File: config.mk
export PLATFORM = sky130hd
export DESIGN_NAME = bcd_decade_counter
export DESIGN_NICKNAME = d
export VERILOG_FILES = /design/src/rtl/bcd_pkg.sv /design/src/rtl/bcd_next_state.sv /design/src/rtl/bcd_term_decode.sv /design/src/rtl/bcd_decade_counter.sv
export SDC_FILE = /design/constraint.sdc
export NUM_CORES = 1
export LEC_CHECK = 0
export BUFFER_PORTS_ARGS = -buffer_cell sky130_fd_sc_hd__buf_4
export CORE_AREA = 2 2 39 41
export CTS_BUF_LIST = sky130_fd_sc_hd__clkbuf_2
export CTS_CLUSTER_SIZE = 24
export DETAILED_ROUTE_END_ITERATION = 8
export DIE_AREA = 0 0 41 43
export PLACE_DENSITY = 0.47
export SYNTH_ARGS = -nofsm -noshare
export SYNTH_HDL_FRONTEND = slang
export SYNTH_HIERARCHICAL = 1
export SYNTH_SLANG_ARGS = --single-unit
File: constraint.sdc
create_clock -name clk_i -period 1.35 [get_ports clk_i]
set_input_delay 0.27 -clock clk_i [delete_from_list [all_inputs] [get_ports clk_i]]
set_output_delay 0.27 -clock clk_i [all_outputs]
set_load 0.005 [all_outputs]
File: src/rtl/bcd_pkg.sv
package bcd_pkg;
    localparam int DIGIT_W = 4;

    typedef logic [DIGIT_W-1:0] digit_t;

    typedef struct packed {
        digit_t digit;
    } ctr_state_t;

    localparam digit_t DIGIT_ZERO = '0;
endpackage

File: src/rtl/bcd_next_state.sv
module bcd_next_state
    import bcd_pkg::*;
(
    input  digit_t cur_i,
    output digit_t nxt_o
);
    logic w1, w2, w4, w8;

    always_comb begin
        w1 = cur_i[0];
        w2 = cur_i[1];
        w4 = cur_i[2];
        w8 = cur_i[3];
        nxt_o[0] = ~w1;
        nxt_o[1] = w2 ^ (w1 & ~w8);
        nxt_o[2] = w4 ^ (w1 & w2);
        nxt_o[3] = w8 ^ ((w1 & w8) | (w1 & w2 & w4));
    end
endmodule

File: src/rtl/bcd_term_decode.sv
module bcd_term_decode
    import bcd_pkg::*;
(
    input  digit_t cur_i,
    output logic   term_o
);
    always_comb term_o = cur_i[0] & cur_i[DIGIT_W-1];
endmodule

File: src/rtl/bcd_decade_counter.sv
module bcd_decade_counter
    import bcd_pkg::*;
#(
    parameter bit PRESET_EN = 1'b1
) (
    input  logic               clk_i,
    input  logic               rst_i,
    input  logic               cnt_en_i,
    input  logic               preset_en_i,
    input  logic [DIGIT_W-1:0] preset_val_i,
    output logic [DIGIT_W-1:0] digit_o,
    output logic               term_o
);
    ctr_state_t state_d, state_q;
    digit_t     step_val;
    logic       load_req;

    bcd_next_state u_next (
        .cur_i (state_q.digit),
        .nxt_o (step_val)
    );

    bcd_term_decode u_term (
        .cur_i  (state_q.digit),
        .term_o (term_o)
    );

    generate
        if (PRESET_EN) begin : g_preset
            assign load_req = preset_en_i;
        end else begin : g_no_preset
            logic unused_preset;
            assign unused_preset = preset_en_i;
            assign load_req      = 1'b0;
        end
    endgenerate

    always_comb begin
        state_d = state_q;
        if (rst_i) begin
            state_d.digit = DIGIT_ZERO;
        end else if (load_req) begin
            state_d.digit = preset_val_i;
        end else if (cnt_en_i) begin
            state_d.digit = step_val;
        end
    end

    always_ff @(posedge clk_i) begin
        state_q <= state_d;
    end

    assign digit_o = state_q.digit;
endmodule

; ---- After elaboration in Yosys (flattened, before gate mapping)
; Cells that the tools add are included.
[totals]
wordCells = 14
inputBits = 8
out_inout_bits = 5
regBits = 4
[op_classes]
bitwise_logic = 10
n_reduce_logical = 1
n_mux = 2
[ops]
columns = op, n
row1 = $mux 4, 2
row2 = $and 1x1->1, 4
row3 = $xor 1x1->1, 3
row4 = $not 1->1, 2
row5 = $reduce_bool 2->1, 1
row6 = $or 1x1->1, 1

; ---- Longest topological paths before layout
[depth]
word_depth = 6
mapped_depth = 6
depth_no_buf = 6

; ---- By module
; The synthesis kept the hierarchy.
[modules_own_cells]
columns = mod, area_each_um2, instances, cells_each, seq_area_each_um2
row1 = bcd_decade_counter, 190.2, 1, 18, 80.1
row2 = bcd_next_state, 57.6, 1, 7, 0.0
row3 = bcd_term_decode, 6.3, 1, 1, 0.0

; ---- Worst setup path before layout
; No wires, ideal clock.
[synth_path]
kind = reg-to-reg
from = register state_q, in the netlist digit_o[0]
to = register state_q, in the netlist digit_o[3]
setup_time_ns = 0.123
path_buffers = 0
t_arrival_ns = 1.170
period_less_slack_ns = 1.292
t_required_ns = 1.227
path_stages_with_launch = 7
setup_slack_ns = 0.058
path_cell_list = dfxtp_1 -> and2_2 -> ha_1 -> nor2_1 -> mux2_4 -> mux2i_1 -> a211oi_1
[synth_via]
elab_chain_len = 6
elab_cells_between_ends = 7
cone_classes = 2 x mux / 5 x bitwise
[synth_rtl]
columns = element, line_no
row1 = from (decl), bcd_decade_counter.sv:14  ; ctr_state_t state_d, state_q;
row2 = from (signal assigned), bcd_decade_counter.sv:50  ; state_q <= state_d;
row3 = $and 1x1->1 (2 in a row), bcd_next_state.sv:17  ; nxt_o[3] = w8 ^ ((w1 & w8) | (w1 & w2 & w4));
row4 = $or 1x1->1 *, bcd_next_state.sv:17
row5 = $xor 1x1->1 *, bcd_next_state.sv:17
row6 = named net step_val[3], bcd_decade_counter.sv:15  ; digit_t step_val;
row7 = $mux 4 *, bcd_decade_counter.sv:44  ; end else if (cnt_en_i) begin
row8 = $mux 4 *, bcd_decade_counter.sv:42  ; end else if (load_req) begin
; The timed path passes the listed nets; every way through them passes the cells marked *. The select of a mux whose other input is x is not followed.
; A chain may end at the register's enable or synchronous reset.

; ---- Final worst setup path
; Ends and elaborated chain as after synthesis.

==> impl_results.md <==
- Status: finished clean
- Pleak: 0.189 nW
- Commonest non-fill, non-tap cell in the layout: buf_4
- Critical R2R Capture: digit_o[3]
- Residual DRC count: 0
- Hold_sp: rst_i
- Worst hold path endpoint: digit_o[2]
- IO buf count: 12
- CTS Sinks: 4
- Period minus WS final: 1.28 ns
- Synth Area per Inst: 9.77 µm²
- Vias: 232
- Share of cells above drive strength 1: 45.2%
- Worst-path clk slew: 0.04 ns
- Iter 0 DRT Violations: 3
- WS Path Type: flop to flop
- Most frequent cells in the layout: buf_4 (14), mux2i_1 (4), nor2b_1 (4), a211oi_1 (4), dfxtp_1 (4)
- CTS tree: done
- Post-DP HPWL: 443 µm
- Initial antenna violation count: 0
- Final setup viols: 0
- Worst-path cell chain: and2_2 -> ha_1 -> mux2_4 -> mux2i_1 -> a211oi_1
- Worst skew pair latency: 0.20 ns
- Post-synth top area cell: dfxtp_1
- Max transition margin: 87.5%
- Area fraction of the dominant cell type after synthesis: 31.5%
- Actual slew at the worst max-slew pin: 0.186 ns
- Seq/Total Area, Yosys: 31.5%
- Hold buffers post-CTS: 0
- Setup TNS: 0 ns
- Ys Warns: 6
- Final antenna-violating net count: 0
- Starting Density: 18.4%
- Vias in the first global route: 234
- Antenna fix cells: 0
- Post-synthesis net count: 35
- Max reg flops: 4
- Hold path depth: 2
- Max rail drop VDD: 0.000234 V
- Drt total wl: 503 µm
- Die height: 43 µm
- Critical Path Max Stage Delay: 0.30 ns
- Required time of the critical path: 1.43 ns
- Std cell rows: 14
- Total GRT Usage: 7.72%
- Num ports: 13
- Fill count: 147
- Post-Layout Cell Count: 58
- Clock skew: 0.000141 ns
- Slowest cell on crit path: dfxtp_1
- CTS Buf Count: 3
- Average wire per standard cell: 8.67 µm
- Grt total ovfl: 0
- CTS HTree Levels: 1
- RSZ-0062 raised after global routing: no
- Gpl congestion: 0.596
- Top cells by area, synth: dfxtp_1 (32%), mux2i_1 (16%), a211oi_1 (12%)
- Max-cap violations: 0
- RR Startpoint: digit_o[0]
- First-pass GRT wire length: 841 µm
- Post-Syn Area: 254 µm²
- Die X: 41 µm
- Max-slew violations: 0
- Min-Delay Path Class: input pin to flop
- Net count, final: 53
- Vias per inst: 4.00
- Post-Synthesis Cells: 26
- Library cells used by synthesis: 13
- PnR worst setup slack: 0.0696 ns
- FF-to-FF path depth: 5
- Dpl ws: 0.0627 ns
- Power per Cell Area: 857 nW/µm²
- Fin crit share: 94.8%
- Clock root buffer master: clkbuf_2
- Post-cts repair resize count: 0
- Final Hold Vio Count: 0
- Max Buffers Root-to-Sink: 2
- Endpoint type of the worst setup path: flop
- Pre-antenna DRT Iters: 2
- Max Freq: 781 MHz
- #FFs+latches synth: 4
- Core area: 1380 µm²
- Placed insts: 55
- Critical Path AT: 1.36 ns
- CP startpoint kind: flop
- Post-CTS setup buffers: 0
- Largest net degree at the start of global routing: 7
- R2r setup slk: 0.07 ns
- Layout area overhead: 50.7%
- CP Max Fanout: 2
- Die ar.: 1760 µm²
layout make-up:
| cell class | count | area [µm²] | area share [%] |
|---|---|---|---|
| clock buffer | 3 | 15.0 | 3.92 |
| sequential | 4 | 80.1 | 20.9 |
| tap | 16 | 20.0 | 5.23 |
| inverter | 2 | 7.51 | 1.96 |
| multi-input combinational | 19 | 155 | 40.5 |
| timing repair buffer | 14 | 105 | 27.5 |
report_power, final:
group	total (W)	switching (W)	internal (W)
logic	0.0000883	0.0000321	0.0000562
clock network	0.000105	0.0000449	0.0000597
registers	0.000135	0.00000695	0.000128
total	0.000328	0.0000840	0.000244
through the flow:
step	area [µm²]	hold slack, ns	total power (W)	util (%)
final	383	0.254	0.000328	27.7
after global routing	383	0.251	0.000357	27.7
after CTS	383	0.244	0.000336	27.7
after detailed placement	368	0.466	0.000228	26.6
after global placement	368	0.466	0.000227	26.6
after floorplan	254	0.343	0.000182	-
worst max-delay path, delay by kind of cell (launching register included):
kind                       cells  cell delay (ns)
adders and majority gates      1             0.18
DFF                            1             0.30
AOI/OAI and AO/OA              1             0.09
muxes                          2             0.41
and+or+nand+nor                1             0.18
cell usage after synthesis:
library cell,number
buf_6,1
nor2b_1,4
mux2_4,1
and2_1,1
ha_1,1
and2_2,1
inv_1,2
xnor2_1,1
nand2b_1,1
nor2_1,1
a211oi_1,4
dfxtp_1,4
mux2i_1,4
routing by layer:
metal	vias to the layer above	wire, µm	track usage (%)	share of wire [%]
met5	-	0	0	0
met4	0	6	8.00	1.2
met3	2	66	3.14	13
met2	13	214	10.0	43
met1	96	215	8.63	43
li1	121	-	-	-
how the worst max path moves through the flow:
stage | from | to | slack, ns
after CTS | digit_o[0] | digit_o[3] | 0.05
after detailed placement | digit_o[0] | digit_o[3] | 0.06
after global routing | digit_o[1] | digit_o[3] | 0.004
final | digit_o[0] | digit_o[3] | 0.07
after global placement | digit_o[0] | digit_o[3] | 0.06
after floorplan | digit_o[0] | digit_o[3] | 0.06
cells by family after synthesis:
family / Yosys count / share of synthesized area [%]
AND/OR/NAND/NOR: 8 / 19.2
XOR/XNOR: 1 / 3.45
flip-flops: 4 / 31.5
multiplexers: 5 / 21.7
adder cells (fa/ha/maj): 1 / 4.93
buffers and inverters: 3 / 7.39
AO/OA/AOI/OAI: 4 / 11.8
Power figures use the tool's default switching activity.
